## config.mk

```make
export PLATFORM = sky130hd
export DESIGN_NAME = spiflash_master
export DESIGN_NICKNAME = d
export VERILOG_FILES = /design/src/rtl/spiflash_pkg.sv /design/src/rtl/spif_fifo.sv /design/src/rtl/spif_shifter.sv /design/src/rtl/spiflash_master.sv
export SDC_FILE = /design/constraint.sdc
export NUM_CORES = 1
export LEC_CHECK = 0
export ABC_AREA = 1
export CELL_PAD_IN_SITES_DETAIL_PLACEMENT = 2
export CELL_PAD_IN_SITES_GLOBAL_PLACEMENT = 2
export CORE_ASPECT_RATIO = 0.75
export CORE_MARGIN = 5
export CORE_UTILIZATION = 38
export CTS_CLUSTER_DIAMETER = 150
export DETAILED_ROUTE_END_ITERATION = 16
export GPL_ROUTABILITY_DRIVEN = 0
export GPL_TIMING_DRIVEN = 0
export PLACE_DENSITY_LB_ADDON = 0.08
export SYNTH_ARGS = -nofsm -noshare
export SYNTH_HDL_FRONTEND = slang
export SYNTH_SLANG_ARGS = --single-unit
```

## constraint.sdc

```tcl
create_clock -name clk -period 3.8 [get_ports clk]
set_input_delay 0.76 -clock clk [delete_from_list [all_inputs] [get_ports clk]]
set_output_delay 0.76 -clock clk [all_outputs]
set_load 0.05 [all_outputs]
```

## src/rtl/spiflash_pkg.sv

```systemverilog
package spiflash_pkg;

    localparam logic [5:0] OFS_CMD  = 6'h00;
    localparam logic [5:0] OFS_STAT = 6'h04;
    localparam logic [5:0] OFS_TXD  = 6'h10;
    localparam logic [5:0] OFS_RXD  = 6'h20;

    localparam int B_START   = 30;
    localparam int B_BUSY    = 31;
    localparam int B_READY   = 30;
    localparam int B_RXFLUSH = 29;
    localparam int B_TXFLUSH = 28;
    localparam int B_UFLOW   = 27;
    localparam int B_OFLOW   = 26;

    typedef struct packed {
        logic [1:0] clk_lvl;   // bits 27:26, bit 26 = idle level
        logic [1:0] smp_edge;  // bits 19:18, bit 18 = trailing-edge sampling
        logic       tx_en;     // bit 15
        logic       rx_en;     // bit 14
        logic       sel_val;   // bit 13
        logic       sel_sw;    // bit 12
        logic [4:0] nbits_m1;  // bits 4:0
    } cmd_t;

endpackage

```

## src/rtl/spif_fifo.sv

```systemverilog
module spif_fifo #(
    parameter int W     = 32,
    parameter int DEPTH = 4
) (
    input  logic         clk,
    input  logic         rst_n,
    input  logic         push,
    input  logic         pop,
    input  logic         flush,
    input  logic [W-1:0] wdata,
    output logic [W-1:0] rdata,
    output logic         empty,
    output logic         full
);
    localparam int AW = (DEPTH > 1) ? $clog2(DEPTH) : 1;
    localparam int CW = AW + 1;
    localparam logic [CW-1:0] CNT_FULL = CW'(DEPTH);

    typedef struct packed {
        logic [AW-1:0] wp;
        logic [AW-1:0] rp;
        logic [CW-1:0] cnt;
    } fifo_t;

    fifo_t          st_d, st_q;
    logic [W-1:0]   mem_q [DEPTH];
    logic           push_ok, pop_ok;

    assign empty   = (st_q.cnt == '0);
    assign full    = (st_q.cnt == CNT_FULL);
    assign push_ok = push && !full && !flush;
    assign pop_ok  = pop && !empty && !flush;
    assign rdata   = empty ? '0 : mem_q[st_q.rp];

    always_comb begin
        st_d = st_q;
        if (flush) begin
            st_d = '0;
        end else begin
            if (push_ok) st_d.wp = st_q.wp + 1'b1;
            if (pop_ok)  st_d.rp = st_q.rp + 1'b1;
            if (push_ok && !pop_ok) st_d.cnt = st_q.cnt + 1'b1;
            if (pop_ok && !push_ok) st_d.cnt = st_q.cnt - 1'b1;
        end
    end

    always_ff @(posedge clk) begin
        if (!rst_n) st_q <= '0;
        else        st_q <= st_d;
    end

    always_ff @(posedge clk) begin
        if (push_ok) mem_q[st_q.wp] <= wdata;
    end

    assert_count_bound_R6: assert property (@(posedge clk) disable iff (!rst_n)
        st_q.cnt <= CNT_FULL);

    assert_no_overflow_R6: assert property (@(posedge clk) disable iff (!rst_n)
        (full && push && !pop && !flush) |=> full);

    assert_flush_empties_R8: assert property (@(posedge clk) disable iff (!rst_n)
        flush |=> empty);

endmodule

```

## src/rtl/spif_shifter.sv

```systemverilog
module spif_shifter #(
    parameter int HALF_DIV = 2
) (
    input  logic        clk,
    input  logic        rst_n,
    input  logic        start,
    input  logic [4:0]  nbits_m1,
    input  logic        cpol,
    input  logic        cpha,
    input  logic [31:0] tx_word,
    input  logic        miso,
    output logic        sck,
    output logic        mosi,
    output logic        busy,
    output logic        done,
    output logic [31:0] rx_word
);
    localparam int DW = (HALF_DIV > 1) ? $clog2(HALF_DIV) : 1;
    localparam logic [DW-1:0] DIV_LAST = DW'(HALF_DIV - 1);

    typedef struct packed {
        logic          busy;
        logic          done;
        logic          lvl;
        logic          pha;
        logic [DW-1:0] div;
        logic [5:0]    edg_cnt;
        logic [5:0]    edg_last;
        logic [31:0]   sh;
        logic [31:0]   rx;
    } eng_t;

    eng_t st_d, st_q;
    logic tick, lead;

    assign tick = st_q.busy && (st_q.div == DIV_LAST);
    assign lead = ~st_q.edg_cnt[0];

    always_comb begin
        st_d      = st_q;
        st_d.done = 1'b0;
        if (!st_q.busy) begin
            if (start) begin
                st_d.busy     = 1'b1;
                st_d.lvl      = cpol;
                st_d.pha      = cpha;
                st_d.div      = '0;
                st_d.edg_cnt  = '0;
                st_d.edg_last = {nbits_m1, 1'b1};
                st_d.sh       = tx_word << (5'd31 - nbits_m1);
                st_d.rx       = '0;
            end
        end else if (tick) begin
            st_d.div = '0;
            st_d.lvl = ~st_q.lvl;
            if (lead ^ st_q.pha) begin
                st_d.rx = {st_q.rx[30:0], miso};
            end else if (st_q.edg_cnt != '0) begin
                st_d.sh = {st_q.sh[30:0], 1'b0};
            end
            if (st_q.edg_cnt == st_q.edg_last) begin
                st_d.busy = 1'b0;
                st_d.done = 1'b1;
            end else begin
                st_d.edg_cnt = st_q.edg_cnt + 1'b1;
            end
        end else begin
            st_d.div = st_q.div + 1'b1;
        end
    end

    always_ff @(posedge clk) begin
        if (!rst_n) st_q <= '0;
        else        st_q <= st_d;
    end

    assign sck     = st_q.busy ? st_q.lvl : cpol;
    assign mosi    = st_q.sh[31];
    assign busy    = st_q.busy;
    assign done    = st_q.done;
    assign rx_word = st_q.rx;

    assert_half_period_R12: assert property (@(posedge clk) disable iff (!rst_n)
        (st_q.busy && !tick) |=> (st_q.busy && $stable(st_q.lvl)));

    assert_done_ends_busy_R4: assert property (@(posedge clk) disable iff (!rst_n)
        st_q.done |-> (!st_q.busy && $past(st_q.busy)));

endmodule

```

## src/rtl/spiflash_master.sv

```systemverilog
module spiflash_master
    import spiflash_pkg::*;
#(
    parameter int HALF_DIV   = 2,
    parameter int FIFO_DEPTH = 4
) (
    input  logic        clk,
    input  logic        rst_n,
    input  logic        bus_wr,
    input  logic        bus_rd,
    input  logic [5:0]  bus_addr,
    input  logic [31:0] bus_wdata,
    output logic [31:0] bus_rdata,
    output logic        spi_sck,
    output logic        spi_cs_n,
    output logic        spi_mosi,
    input  logic        spi_miso
);
    typedef struct packed {
        cmd_t cmd;
        logic go;
        logic ready;
        logic uflow;
        logic oflow;
    } ctl_t;

    ctl_t        ctl_d, ctl_q;
    logic        wr_cmd, wr_stat, wr_txd, rd_rxd;
    logic        tx_flush, rx_flush, tx_pop, rx_push;
    logic        tx_empty, tx_full, rx_empty, rx_full;
    logic [31:0] tx_head, rx_head, eng_tx_word, eng_rx_word;
    logic        eng_busy, eng_done, busy_all;

    assign wr_cmd   = bus_wr && (bus_addr == OFS_CMD);
    assign wr_stat  = bus_wr && (bus_addr == OFS_STAT);
    assign wr_txd   = bus_wr && (bus_addr == OFS_TXD);
    assign rd_rxd   = bus_rd && (bus_addr == OFS_RXD);
    assign tx_flush = wr_stat && bus_wdata[B_TXFLUSH];
    assign rx_flush = wr_stat && bus_wdata[B_RXFLUSH];
    assign busy_all = ctl_q.go || eng_busy || eng_done;

    assign tx_pop      = ctl_q.go && ctl_q.cmd.tx_en && !tx_empty;
    assign eng_tx_word = (ctl_q.cmd.tx_en && !tx_empty) ? tx_head : 32'h0;
    assign rx_push     = eng_done && ctl_q.cmd.rx_en;

    always_comb begin
        ctl_d    = ctl_q;
        ctl_d.go = 1'b0;
        if (wr_cmd) begin
            ctl_d.cmd.clk_lvl  = bus_wdata[27:26];
            ctl_d.cmd.smp_edge = bus_wdata[19:18];
            ctl_d.cmd.tx_en    = bus_wdata[15];
            ctl_d.cmd.rx_en    = bus_wdata[14];
            ctl_d.cmd.sel_val  = bus_wdata[13];
            ctl_d.cmd.sel_sw   = bus_wdata[12];
            ctl_d.cmd.nbits_m1 = bus_wdata[4:0];
            if (bus_wdata[B_START] && !busy_all) ctl_d.go = 1'b1;
        end
        if (wr_stat) begin
            if (bus_wdata[B_READY]) ctl_d.ready = 1'b0;
            if (bus_wdata[B_UFLOW]) ctl_d.uflow = 1'b0;
            if (bus_wdata[B_OFLOW]) ctl_d.oflow = 1'b0;
        end
        if (eng_done)              ctl_d.ready = 1'b1;
        if (rd_rxd && rx_empty)    ctl_d.uflow = 1'b1;
        if (wr_txd && tx_full)     ctl_d.oflow = 1'b1;
    end

    always_ff @(posedge clk) begin
        if (!rst_n) ctl_q <= '0;
        else        ctl_q <= ctl_d;
    end

    always_comb begin
        unique case (bus_addr)
            OFS_CMD:  bus_rdata = {4'b0, ctl_q.cmd.clk_lvl, 6'b0, ctl_q.cmd.smp_edge, 2'b0,
                                   ctl_q.cmd.tx_en, ctl_q.cmd.rx_en, ctl_q.cmd.sel_val,
                                   ctl_q.cmd.sel_sw, 7'b0, ctl_q.cmd.nbits_m1};
            OFS_STAT: bus_rdata = {busy_all, ctl_q.ready, 2'b00, ctl_q.uflow, ctl_q.oflow,
                                   rx_empty, rx_full, tx_empty, tx_full, 22'b0};
            OFS_RXD:  bus_rdata = rx_head;
            default:  bus_rdata = 32'h0;
        endcase
    end

    assign spi_cs_n = ctl_q.cmd.sel_sw ? ~ctl_q.cmd.sel_val : ~busy_all;

    spif_fifo #(.W(32), .DEPTH(FIFO_DEPTH)) u_txq (
        .clk(clk), .rst_n(rst_n), .push(wr_txd), .pop(tx_pop), .flush(tx_flush),
        .wdata(bus_wdata), .rdata(tx_head), .empty(tx_empty), .full(tx_full)
    );

    spif_fifo #(.W(32), .DEPTH(FIFO_DEPTH)) u_rxq (
        .clk(clk), .rst_n(rst_n), .push(rx_push), .pop(rd_rxd), .flush(rx_flush),
        .wdata(eng_rx_word), .rdata(rx_head), .empty(rx_empty), .full(rx_full)
    );

    spif_shifter #(.HALF_DIV(HALF_DIV)) u_eng (
        .clk(clk), .rst_n(rst_n), .start(ctl_q.go), .nbits_m1(ctl_q.cmd.nbits_m1),
        .cpol(ctl_q.cmd.clk_lvl[0]), .cpha(ctl_q.cmd.smp_edge[0]), .tx_word(eng_tx_word),
        .miso(spi_miso), .sck(spi_sck), .mosi(spi_mosi), .busy(eng_busy), .done(eng_done),
        .rx_word(eng_rx_word)
    );

    assert_ready_on_done_R4: assert property (@(posedge clk) disable iff (!rst_n)
        eng_done |=> ctl_q.ready);

    assert_start_ignored_busy_R5: assert property (@(posedge clk) disable iff (!rst_n)
        (wr_cmd && bus_wdata[B_START] && busy_all) |=> !ctl_q.go);

    assert_underrun_flag_R7: assert property (@(posedge clk) disable iff (!rst_n)
        (rd_rxd && rx_empty) |=> ctl_q.uflow);

    assert_single_start_R5: assert property (@(posedge clk) disable iff (!rst_n)
        ctl_q.go |-> (!eng_busy && !eng_done));

endmodule

```

**Word level (Yosys, flattened, before mapping)**

Memories as Yosys holds them, arrays and structs flattened. A register that Yosys moved wholly into a read port is not among the register bits.
Cells that the tools add are included.

- Bits in registers: 112
- Bits in writable memories: 256
- Output and inout port bits: 35
- Memories: 2

- $add $sub $neg: 11
- Equality and inequality tests: 11
- Shift operators: 1
- Multiplexer cells: 41
- Bitwise logic cells: 7
- Reductions and logical operators: 64

Memories:

| memory | depth | bits a word | read ports | clocked after Yosys merged registers in | wr ports | RTL line | RTL |
|---|---|---|---|---|---|---|---|
| u_rxq.mem_q | 4 | 32 | 1 | 1 | 1 | spif_fifo.sv:26 | `logic [W-1:0] mem_q [DEPTH];` |
| u_txq.mem_q | 4 | 32 | 1 | 1 | 1 | spif_fifo.sv:26 |  |

Operators by type and width:

| kind | number |
|---|---|
| 32-bit two-way mux | 6 |
| 64-bit two-way mux | 2 |
| 32-bit one-hot mux with 3 select lines | 1 |
| 79-bit two-way mux | 1 |
| 32-bit by 5-bit << shifter with 32-bit output | 1 |
| 1-bit logical AND | 26 |
| 3-bit two-way mux | 6 |
| 2-bit nonzero test | 9 |
| 1-bit two-way mux | 17 |
| 6-bit two-way mux | 2 |
| 2-bit AND reduction | 6 |
| 1-bit logical NOT | 11 |
| 2-bit two-way mux | 5 |
| 2-bit inequality test, second input constant | 5 |
| 3-bit AND reduction | 3 |
| 2-bit by 1-bit adder with 2-bit output, second input constant | 4 |
| 7-bit two-way mux | 1 |
| 3-bit by 1-bit adder with 3-bit output, second input constant | 2 |
| 6-bit by 1-bit adder with 6-bit output, second input constant | 1 |
| 3-bit == test, second input constant | 2 |
| 6-bit by 3-bit == test with 1-bit output, second input constant | 1 |
| 6-bit by 5-bit == test with 1-bit output, second input constant | 1 |
| 6-bit == test | 1 |
| 6-bit == test, second input constant | 1 |
| 11 further kinds | 20 |

**Depth between registers and ports, before layout**

Gate-level depths: netlist of run 1.

- Depth in word-level cells: 9
- Depth in mapped cells: 17
- Mapped depth without buffers: 15

**By module**

A second synthesis of run 1 with hierarchy kept.

- Cells, all modules: 1946
- Area total of the unflattened synthesis: 17510.5 um^2

By module, submodules not included:

| module | times used | cells each | area each (um^2) |
|---|---|---|---|
| spif_fifo | 2 | 454 | 5535.3 |
| spif_shifter | 1 | 802 | 5114.9 |
| spiflash_master | 1 | 236 | 1325.0 |

**Worst setup path before layout of run 1**

No wires, ideal clock.

- Path kind: input -> register
- From: input port bus_addr[1]
- To: memory u_txq.mem_q[0][0] (enable)
- Arrival: 2857 ps
- Data required time: 3379 ps
- Slack: 522 ps
- Stages: 7
- Buffers on the path: 0
- Cells stage by stage: nor2_2 -> nand3_1 -> inv_1 -> nand4_1 -> nor2_1 -> clkinv_1 -> nor2_1

- Word-level cells in the longest chain between the ends: 7
- Elaborated cells between the ends (all ways): 10
- Classes of those cells: 2 x eq/ne; 2 x mux; 6 x reduce/logical

RTL lines:

| what | RTL line | RTL |
|---|---|---|
| start, declared | spiflash_master.sv:11 | `input logic [5:0] bus_addr,` |
| 6-bit by 3-bit == test with 1-bit output | spiflash_master.sv:35 | `assign wr_stat = bus_wr && (bus_addr == OFS_STAT);` |
| 1-bit logical AND | spiflash_master.sv:35 |  |
| 1-bit logical AND | spiflash_master.sv:38 | `assign tx_flush = wr_stat && bus_wdata[B_TXFLUSH];` |
| 1-bit logical NOT | spif_fifo.sv:31 | `assign push_ok = push && !full && !flush;` |
| 1-bit logical AND * | spif_fifo.sv:31 |  |
| 1-bit two-way mux * | spif_fifo.sv:53 | `if (push_ok) mem_q[st_q.wp] <= wdata;` |
| 1-bit two-way mux (implied by the code) * | spif_fifo.sv:53 |  |
| end, declared | spif_fifo.sv:26 |  |

Mark *: on every way between the ends. The rest lies on a longest branch, timed or not.

**Worst setup path in the final report of run 1**

- From: input port bus_addr[1]
- To: output port bus_rdata[31]

- Word-level cells in the longest chain between the ends: 2
- Elaborated cells between the ends (all ways): 4
- Classes of those cells: 2 x eq/ne; 1 x mux; 1 x reduce/logical

RTL lines:

| what | RTL line | RTL |
|---|---|---|
| 6-bit == test (tied with other cells) | spiflash_master.sv:75 | `unique case (bus_addr)` |
| 32-bit one-hot mux with 3 select lines * | spiflash_master.sv:75 |  |
| end, declared | spiflash_master.sv:13 | `output logic [31:0] bus_rdata,` |

Marks and branches as above.

==> results.sh, run 1 <==
export IMPL_p_leak_uw=0.007664
export IMPL_drive_gt1_share_pct=9.014
export IMPL_finalSetupViolations=0
export IMPL_fin_hold_ws_ns=0.4806
export IMPL_die_y_microns=192.1
export IMPL_fin_crit_sh_pct=97.22
export IMPL_power_density_mw_per_mm2=430.9
export IMPL_post_dp_hpwl_mm=45.49
export IMPL_worstPathArrival_ns=2.93
export IMPL_cp_num_buf_inv=4
export IMPL_first_global_vias=15430
export IMPL_grt_max_degree=28
export IMPL_post_drt_wl_per_cell_microns=23.79
export IMPL_clkTransAtPathRegs_ns=0.07
export IMPL_synth_area_leaders="edfxtp_1 (46%), dfxtp_1 (14%), nand2_1 (8.8%)"
export IMPL_grt_pass1_wl_mm=93.85
export IMPL_cts_buffers=40
export IMPL_antenna_found_initial=2
export IMPL_p_comb_share_pct=1.7
export IMPL_num_rows=66
export IMPL_seqPwrFrac_pct=50.3
export IMPL_final_common_cell="nand2_1"
export IMPL_routed_via_density=5.502
export IMPL_tritoncts="built"
export IMPL_grt_overflow=0
export IMPL_ys_seq_area_share_pct=59.57
export IMPL_hold_violations=0
export IMPL_worst_pin_slew_ns=0.8731
export IMPL_path_class="in -> out"
export IMPL_cts_root_buf="clkbuf_16"
export IMPL_finClkSkew_ns=0.01425
export IMPL_cp_slowest_cell="clkdlybuf4s50_1"
export IMPL_antenna_cells=0
export IMPL_ys_warnings_count=0
export IMPL_ys_ff_latch=372
export IMPL_die_w_microns=252.8
export IMPL_hold_class="reg -> reg"
export IMPL_worst_setup_path_start_kind="primary input"
export IMPL_drv_cap=0
export IMPL_min_period_ns=3.694
export IMPL_syn_avg_cell_area_sq_um=9.068
export IMPL_synthArstFlopShare_pct=0
export IMPL_route_detailed_drc=0
export IMPL_synth_area_sq_mm=0.01680
export IMPL_fmax_ghz=0.2707
export IMPL_synth_cell_type_count=41
export IMPL_slew_violations=0
export IMPL_ant_nets=0
export IMPL_mostFrequentLayoutCells="nand2_1 (393), nand3_1 (284), edfxtp_1 (256)"
export IMPL_core_area_sq_mm=0.04352
export IMPL_drtIter0Drc=1114
export IMPL_vdd_drop_max_uv=385.3
export IMPL_p_sw_share_pct=21.26
export IMPL_critPathMostFrequentCell="nand2_1"
export IMPL_vias=14230
export IMPL_synth_top_area_share_pct=45.75
export IMPL_max_stage_delay_ns=0.41
export IMPL_synth_nets=1910
export IMPL_io_pins=78
export IMPL_crit_chain="clkdlybuf4s50_1 > nor2_2 > nand3_1 > nor3_1 > nand2_1 > inv_2 > clkbuf_4 > nand2_1 > o21ai_0 > buf_4"
export IMPL_dieArea_sq_mm=0.04857
export IMPL_post_route_util_pct=45.58
export IMPL_start_util_pct=38.61
export IMPL_clk_latency_ns=0.56
export IMPL_fill_cells=4682
export IMPL_end_kind="output pin"
export IMPL_setup_tns_ns=0
export IMPL_cpLargestDelayFamily="buffers and inverters"
export IMPL_dp_slack_ns=-0.8967
export IMPL_hold_buffers=0
export IMPL_synthFlopType="edfxtp_1"
export IMPL_htreeDepth=2
export IMPL_status="completed"
export IMPL_track_usage_pct=25.24
export IMPL_routed_wl_mm=61.51
export IMPL_synth_cells=1853
export IMPL_p_switching_uw=1817
export IMPL_setup_slack_ns=0.1057
export IMPL_cts_sinks=372
export IMPL_clock_power_share_pct=47.9
export IMPL_synth_edff_count=256
export IMPL_io_buffer_count=77
export IMPL_synth_top_area_cell="edfxtp_1"
export IMPL_drt_pass1_iterations=5
export IMPL_worstPathRequired_ns=3.04
export IMPL_rsz0062_at_grt="no"
export IMPL_cp_max_fo=10
export IMPL_relSlewSlack_pct=41.58
export IMPL_nets=2036
export IMPL_clockBufferDepth=3
export IMPL_p_int_uw=6732
export IMPL_area_delta_synth_final_pct=18.07
==> power by group through the flow <==
stage                     Sequential (uW)  Combinational, uW  Clock (uW)
after CTS                            4300                148        4160
after detailed placement             4390                147           0
after global placement               4390                141           0
after global routing                 4300                159        4340
after floorplan                      4390               46.2           0
final                                4300                148        4100
==> cells in the mapped netlist, types with 2 or more instances <==
library cell  instances
a211oi_1              2
a21oi_1              97
a22o_1                4
a31oi_1              12
buf_1                10
buf_2                24
buf_4                 6
buf_6                 5
clkbuf_1             58
clkinv_1              4
dfxtp_1             116
edfxtp_1            256
fa_1                  2
ha_1                 12
inv_1               197
inv_2                 6
nand2_1             393
nand2_2               3
nand3_1             284
nand4_1              11
nor2_1              133
nor2_2                6
nor2_4                3
nor3_1                7
nor3b_1               3
o21a_1                2
o21ai_0             136
o21ai_1               8
o22ai_1              32
or2_2                 5
xor2_1                6
==> flip-flops by register name (all words and copies together) (netlist names), named ones only <==
signal and count:
u_eng.done 1, u_txq.mem_q 128, u_txq.st_q 7, u_eng.st_q 46, u_eng.busy 1, u_rxq.st_q 7, ctl_q 17, u_eng.mosi 1
u_rxq.mem_q 128, u_eng.rx_word 32
==> kinds of logic (layout without fill, tap and decap cells) <==
family / after synthesis / after routing / share of synthesized area [%]
adder cells (fa/ha/maj): 14 / 14 / 1.132
XOR/XNOR: 6 / 6 / 0.3128
AND/OR/NAND/NOR: 852 / 852 / 22.00
flip-flops: 372 / 372 / 59.57
buffers and inverters: 311 / 466 / 7.499
AO/OA/AOI/OAI: 298 / 298 / 9.487
==> routing by layer <==
layer	wire length, microns	up-vias	track usage (%)	part of all wire, %
met5	7	-	0	0.011
met4	842	2	4.193	1.4
met3	4292	59	5.225	7.0
met2	26770	376	39.06	44
met1	29600	7281	37.39	48
li1	-	6509	-	-
==> what timing repair did <==
item,in CTS,in global routing
setup endpoints to repair,33,22
resized for setup,137,12
setup buffers,0,0
==> worst reg2reg max path, delay by kind of cell, from the launching register on <==
family | cells | cell delay [ns]
AO/OA/AOI/OAI | 1 | 0.19
buffers and inverters | 1 | 0.56
AND/OR/NAND/NOR | 9 | 1.36
flip-flops | 1 | 0.39
==> final cells by class <==
class	instances	area (sq um)	share of cell area, %
flip-flops and latches	372	10010	50.46
multi-input cells	1170	5593	28.19
clock buffers	47	1037	5.229
repair buffers	85	895.9	4.516
inverters	208	783.3	3.948
well taps	578	723.2	3.646
plain buffers	102	489.2	2.466
clock inverters	24	306.5	1.545
==> final timing paths <==
| kind | from | to | slack [ns] | cells after the start |
|---|---|---|---|---|
| worst max-delay path | bus_addr[1] | bus_rdata[31] | 0.11 | 10 |
| worst min-delay path | ctl_q[2] | ctl_q[2] | 0.48 | 2 |
| worst max register to register | flop | u_eng.st_q[52] | 1.22 | 11 |
| worst min register to register | ctl_q[2] | ctl_q[2] | 0.48 | 2 |
==> through the flow <==
step | instance area (sq um) | std cells | total power [uW]
after floorplan | 16800 | 1853 | 4436
after detailed placement | 18520 | 2516 | 4537
final | 19840 | 2586 | 8549
after global routing | 19840 | 2586 | 8796
after global placement | 18300 | 2508 | 4531
after CTS | 19850 | 2586 | 8614
Power figures use the tool's default switching activity.
==> inputs of run 2 (changes only) <==
- MAX_ROUTING_LAYER: not set -> met4
- SLEW_MARGIN: not set -> 40
==> run 2 against run 1 <==
  * Via count increased by 0.67%
  * Count of clock-buffer cells in the layout grew 3
  * Non-clock buffer count rose by 9
  * Core utilization grew 0.35 points
  * Global-route usage grew 1.1 points
  * Flip-flop and latch count is the same
  * Critical path type unchanged
  * Critical endpoint is now bus_rdata[4]
==> results.sh, run 2 (synthesis gave the netlist of run 1 again) <==
export IMPL_status="completed"
export IMPL_fin_crit_sh_pct=97.33
export IMPL_drtIter0Drc=1080
export IMPL_drive_gt1_share_pct=9.406
export IMPL_worst_pin_slew_ns=0.8438
export IMPL_postCtsSetupRepairBufs=0
export IMPL_antenna_found_initial=3
export IMPL_core_area_sq_mm=0.04352
export IMPL_relSlewSlack_pct=43.75
export IMPL_finClkSkew_ns=0.02109
export IMPL_hold_class="reg -> reg"
export IMPL_cts_buffers=40
export IMPL_place_area_sq_mm=0.01868
export IMPL_clock_power_share_pct=47.9
export IMPL_nets=2045
export IMPL_vdd_drop_max_uv=406.2
export IMPL_die_y_microns=192.1
export IMPL_io_buffer_count=77
export IMPL_routed_wl_mm=62.33
export IMPL_hold_violations=0
export IMPL_endpoint="bus_rdata[4]"
export IMPL_hold_buffers=0
export IMPL_grt_pass1_wl_mm=95.01
export IMPL_p_switching_uw=1789
export IMPL_track_usage_pct=26.30
export IMPL_start_util_pct=38.61
export IMPL_num_rows=66
export IMPL_power_density_mw_per_mm2=427.2
export IMPL_first_global_vias=15580
export IMPL_postLayoutCellArea_sq_mm=0.01999
export IMPL_end_kind="output pin"
export IMPL_post_drt_wl_per_cell_microns=23.98
export IMPL_area_delta_synth_final_pct=18.97
export IMPL_p_int_uw=6752
export IMPL_mostFrequentLayoutCells="nand2_1 (393), nand3_1 (284), edfxtp_1 (256)"
export IMPL_fill_cells=4640
export IMPL_htreeDepth=2
export IMPL_grt_max_degree=17
export IMPL_cts_root_buf="clkbuf_16"
export IMPL_p_comb_share_pct=1.8
export IMPL_vias=14320
export IMPL_dieArea_sq_mm=0.04857
export IMPL_rsz0062_at_grt="no"
export IMPL_drv_cap=0
export IMPL_post_route_util_pct=45.93
export IMPL_p_sw_share_pct=20.94
export IMPL_max_stage_delay_ns=0.43
export IMPL_slew_violations=0
export IMPL_drt_pass1_iterations=5
export IMPL_grt_overflow=0
export IMPL_ant_nets=0
export IMPL_min_period_ns=3.699
export IMPL_reg2reg_depth=12
export IMPL_cts_sinks=372
export IMPL_worstPathRequired_ns=3.04
export IMPL_die_w_microns=252.8
export IMPL_reg2reg_slack_ns=1.25
export IMPL_clockBufferDepth=3
export IMPL_critPathMostFrequentCell="nand2_1"
export IMPL_worstPathArrival_ns=2.94
export IMPL_clk_latency_ns=0.55
export IMPL_worst_setup_path_start_kind="primary input"
export IMPL_post_dp_hpwl_mm=46.02
export IMPL_cp_slowest_cell="clkdlybuf4s50_1"
export IMPL_p_leak_uw=0.007762
export IMPL_path_class="in -> out"
export IMPL_cp_max_fo=10
export IMPL_tritoncts="built"
export IMPL_clkTransAtPathRegs_ns=0.06
export IMPL_route_detailed_drc=0
export IMPL_seqPwrFrac_pct=50.4
export IMPL_final_common_cell="nand2_1"
export IMPL_fin_hold_ws_ns=0.4924
export IMPL_routed_via_density=5.511
export IMPL_finalSetupViolations=0
export IMPL_r2r_end="u_eng.mosi"
export IMPL_io_pins=78
export IMPL_fmax_ghz=0.2704
export IMPL_top_regs="u_rxq.mem_q x128, u_txq.mem_q x128, u_eng.st_q x46"
export IMPL_crit_chain="clkdlybuf4s50_1 > nor2_2 > nand3_1 > nor3_1 > nand2_1 > inv_2 > clkbuf_4 > nand2_1 > o21ai_0 > buf_2"
export IMPL_critPathLaunch="bus_addr[1]"
run 2: cell types whose count changed in the layout (fill, tap and decap cells not counted), sizes merged:
cell	change
clkbuf	+8
clkinv	+6
diode	+1
clkdlybuf4s18	-1
clkdlybuf4s15	-5
clkinvlp	-3
buf	+11
inv	-2
dlygate4sd2	-1
bufinv	-1
run 2: worst min path at each step:
stage	cells past startpoint	from	end
after floorplan	2	ctl_q[10]	ctl_q[10]
after global placement	2	ctl_q[0]	ctl_q[0]
after detailed placement	2	ctl_q[2]	ctl_q[2]
after CTS	2	u_eng.st_q[42]	u_eng.st_q[42]
after global routing	2	u_eng.st_q[42]	u_eng.st_q[42]
final	2	u_eng.st_q[41]	u_eng.st_q[41]
run 2: routing by layer:
layer,vias up,track usage [%],part of all wire (%)
li1,6541,-,-
met1,7314,37.38,48
met2,395,40.06,44
met3,72,5.280,6.8
met4,0,4.317,1.4
met5,-,-,0
run 2: power by group through the flow:
stage / Sequential (uW) / Clock (uW) / Combinational [uW]
floorplan: 4390 / 0 / 46.2
global placement: 4390 / 0 / 141
detailed placement: 4390 / 0 / 148
CTS: 4300 / 4150 / 150
global route: 4300 / 4350 / 160
finish: 4300 / 4090 / 150
run 2: worst max-delay path, delay by kind of cell:
family	cells	cell delay [ns]
AOI/OAI and AO/OA	1	0.17
buffers and inverters	4	1.21
and+or+nand+nor	5	0.78
run 2: through the flow:
stage	power (uW)	TNS, ns	setup slack [ns]	cells
finish	8540	0	0.1015	2599
global route	8813	0	0.01052	2599
CTS	8605	0	0.001245	2598
detailed placement	4538	-20.64	-0.8770	2524
global placement	4531	-365.72	-1.494	2508
floorplan	4436	0	0.5215	1853
run 2: timing repair:
action,CTS,global route
endpoints found under the hold margin,0,0
pin swaps,0,0
gates resized for setup,126,39
endpoints found under the setup margin,33,29
run 2: area by class of cell:
| cell class | instances | area, sq um | area share (%) |
|---|---|---|---|
| clock buffers | 50 | 1101 | 5.508 |
| well taps | 578 | 723.2 | 3.618 |
| inverters | 208 | 783.3 | 3.918 |
| multi-input cells | 1170 | 5599 | 28.01 |
| diodes | 1 | 2.502 | 0.01252 |
| clock inverters | 24 | 249.0 | 1.246 |
| flip-flops and latches | 372 | 10010 | 50.08 |
| repair buffers | 93 | 1026 | 5.133 |
| plain buffers | 103 | 495.5 | 2.479 |
==> inputs of run 3 (changes only) <==
- SYNTH_HIERARCHICAL: not set -> 1
- clock period: 3.8 -> 4.09 ns (I/O delays scaled with it)
==> run 3 against run 2 <==
  * Register-to-register slack lost 0.29 ns
  * Sequential power shrank 7.0%
  * Final cell count grew 4.2%
  * Die area grew 4.0%
  * First-iteration DRC count shrank 1.3%
  * Core utilization shrank 0.78 points
  * Combinational power shrank 3%
  * Sequential share of layout area shrank 1.6 points
  * Count of clock-buffer cells in the layout grew 7
  * Critical path depth shrank 3
  * Non-clock buffer count grew 47
==> results.sh, run 3 <==
export IMPL_drt_pass1_iterations=5
export IMPL_ys_seq_area_share_pct=57.16
export IMPL_fin_crit_sh_pct=97.36
export IMPL_synth_cell_type_count=39
export IMPL_yosys_top_cells_count="nor2_1 (398), edfxtp_1 (256), nand2_1 (235)"
export IMPL_fmax_ghz=0.2511
export IMPL_synth_compound_gate_area_share_pct=11.89
export IMPL_tritoncts="built"
export IMPL_nets=2138
export IMPL_p_leak_uw=0.007426
export IMPL_io_buffer_count=77
export IMPL_synth_top_area_share_pct=43.90
export IMPL_p_comb_share_pct=1.9
export IMPL_htreeDepth=2
export IMPL_grt_max_degree=17
export IMPL_drv_cap=0
export IMPL_fill_cells=5013
export IMPL_cts_root_buf="clkbuf_16"
export IMPL_dieArea_sq_mm=0.05052
export IMPL_postCtsSetupRepairBufs=0
export IMPL_cp_max_fo=10
export IMPL_finClkSkew_ns=0.02253
export IMPL_slew_violations=0
export IMPL_clock_power_share_pct=45.9
export IMPL_cts_sinks=372
export IMPL_io_pins=78
export IMPL_total_power_uw=7659
export IMPL_post_route_util_pct=45.15
export IMPL_grt_pass1_wl_mm=97.94
export IMPL_die_w_microns=257.9
export IMPL_routed_via_density=5.415
export IMPL_p_switching_uw=1648
export IMPL_drive_gt1_share_pct=10.65
export IMPL_synth_adder_area_share_pct=1.086
export IMPL_cts_buffers=40
export IMPL_post_drt_wl_per_cell_microns=23.87
export IMPL_worst_setup_path_start_kind="primary input"
export IMPL_post_dp_hpwl_mm=47.89
export IMPL_synth_top_family_by_area="simple AND/OR/NAND/NOR gates"
export IMPL_status="completed"
export IMPL_top_regs="u_rxq/mem_q x128, u_txq/mem_q x128, u_eng/st_q x46"
export IMPL_synth_area_sq_mm=0.01751
export IMPL_track_usage_pct=25.74
export IMPL_mostFrequentLayoutCells="nor2_1 (390), edfxtp_1 (256), nand2_1 (235)"
export IMPL_antenna_cells=0
export IMPL_antenna_found_initial=0
export IMPL_clkTransAtPathRegs_ns=0.06
export IMPL_synth_mux_area_share_pct=0
export IMPL_end_kind="output pin"
export IMPL_seqPwrFrac_pct=52.2
export IMPL_ys_warnings_count=6
export IMPL_hold_class="reg -> reg"
export IMPL_power_density_mw_per_mm2=370.6
export IMPL_syn_avg_cell_area_sq_um=8.998
export IMPL_yosysMostFrequentCell="nor2_1"
export IMPL_ant_nets=0
export IMPL_final_common_cell="nor2_1"
export IMPL_routed_wl_mm=64.62
export IMPL_core_area_sq_mm=0.04577
export IMPL_synth_edff_count=256
export IMPL_start_util_pct=38.25
export IMPL_clockBufferDepth=3
export IMPL_synth_simple_area_share_pct=21.04
export IMPL_synth_cells=1946
export IMPL_synth_xor_area_share_pct=0.5002
export IMPL_vdd_drop_max_uv=384.1
export IMPL_worstPathRequired_ns=3.27
export IMPL_synth_nets=2003
export IMPL_relSlewSlack_pct=41.07
export IMPL_clk_latency_ns=0.56
export IMPL_min_period_ns=3.982
export IMPL_die_y_microns=195.9
export IMPL_finalSetupViolations=0
export IMPL_synth_area_leaders="edfxtp_1 (44%), dfxtp_1 (13%), nor2_1 (8.5%)"
export IMPL_grt_overflow=0
export IMPL_rsz0062_at_grt="no"
export IMPL_worst_pin_slew_ns=0.8839
export IMPL_area_delta_synth_final_pct=18.02
export IMPL_setup_tns_ns=0
export IMPL_synthFlopType="edfxtp_1"
export IMPL_path_class="in -> out"
export IMPL_worstPathArrival_ns=3.16
export IMPL_synth_top_area_cell="edfxtp_1"
export IMPL_synthArstFlopShare_pct=0
export IMPL_route_detailed_drc=0
export IMPL_num_rows=68
export IMPL_p_int_uw=6012
export IMPL_drtIter0Drc=1066
export IMPL_first_global_vias=15760
export IMPL_p_sw_share_pct=21.51
export IMPL_vias=14660
export IMPL_ys_ff_latch=372
export IMPL_hold_violations=0
## run 3: cell count changes in the layout (fill, tap and decap cells not counted), moves of 9 or more
cell / change
nor2_1: +266
nand2_1: -158
o21ai_1: +89
inv_1: -70
nand3_1: -58
a21oi_1: +55
o21ai_0: -42
buf_4: +36
o22ai_1: -32
clkdlybuf4s50_1: +28
a21oi_2: +20
a22o_1: +12
clkdlybuf4s15_2: -12
clkinv_1: -9
## run 3: cells by family after synthesis
logic type                 count (synthesis)
and+or+nand+nor                          880
xor gates and xnor gates                  10
buffers and inverters                    284
adders and majority gates                 14
DFF                                      372
AOI/OAI and AO/OA                        386
## run 3: repair_timing
| action | CTS | global route |
|---|---|---|
| gates resized for setup | 0 | 8 |
| hold buffers | 0 | 0 |
| endpoints found under the setup margin | 0 | 10 |
## run 3: final timing paths
kind,startpoint,depth (start not counted),slack (ns),to
worst max-delay path,bus_addr[1],7,0.11,bus_rdata[15]
worst min-delay path,u_eng/st_q[68],2,0.49,u_eng/st_q[68]
worst max register to register,u_txq/st_q[1],20,0.96,u_txq/st_q[2]
worst min register to register,u_eng/st_q[68],2,0.49,u_eng/st_q[68]
## run 3: cell type report
class	count	area (sq um)	share of cell area (%)
buffer	150	950.9	4.601
clock buffer	57	1105	5.346
clock inverter	16	135.1	0.6539
inverter	134	508.0	2.458
multi-input combinational	1290	6105	29.54
sequential	372	10010	48.43
tap	595	744.5	3.602
timing repair buffer	93	1109	5.364
## run 3: metal layers
layer	share of wire, %	track usage [%]	wire [microns]	vias to the layer above
met2	45	39.93	29300	287
met4	1.3	3.973	864	0
met5	0	-	0	-
met3	4.1	2.946	2618	80
li1	-	-	-	6810
met1	49	37.50	31840	7481
## run 3: power by group through the flow
stage / Clock, uW / Sequential, uW / Combinational (uW)
final: 3510 / 4000 / 146
after global routing: 3760 / 4000 / 155
after detailed placement: 0 / 4080 / 145
after floorplan: 0 / 4080 / 45.2
after global placement: 0 / 4080 / 139
after CTS: 3590 / 4000 / 146
## run 3: critical path: stages
cell	delay, ns
clkdlybuf4s50_1	0.41
nor2_2	0.18
nand3_2	0.22
inv_1	0.18
buf_2	0.30
a22o_1	0.22
clkdlybuf4s50_1	0.81
## run 3: through the flow
step	hold slack (ns)	instances	worst slack, ns	cell area [sq um]
finish	0.4857	2707	0.1080	20670
global route	0.4970	2707	0.0004272	20670
CTS	0.4893	2707	0.03749	20650
detailed placement	0.4804	2634	-0.1069	19410
global placement	0.4524	2618	-1.680	19030
floorplan	0.4375	1946	0.7451	17510
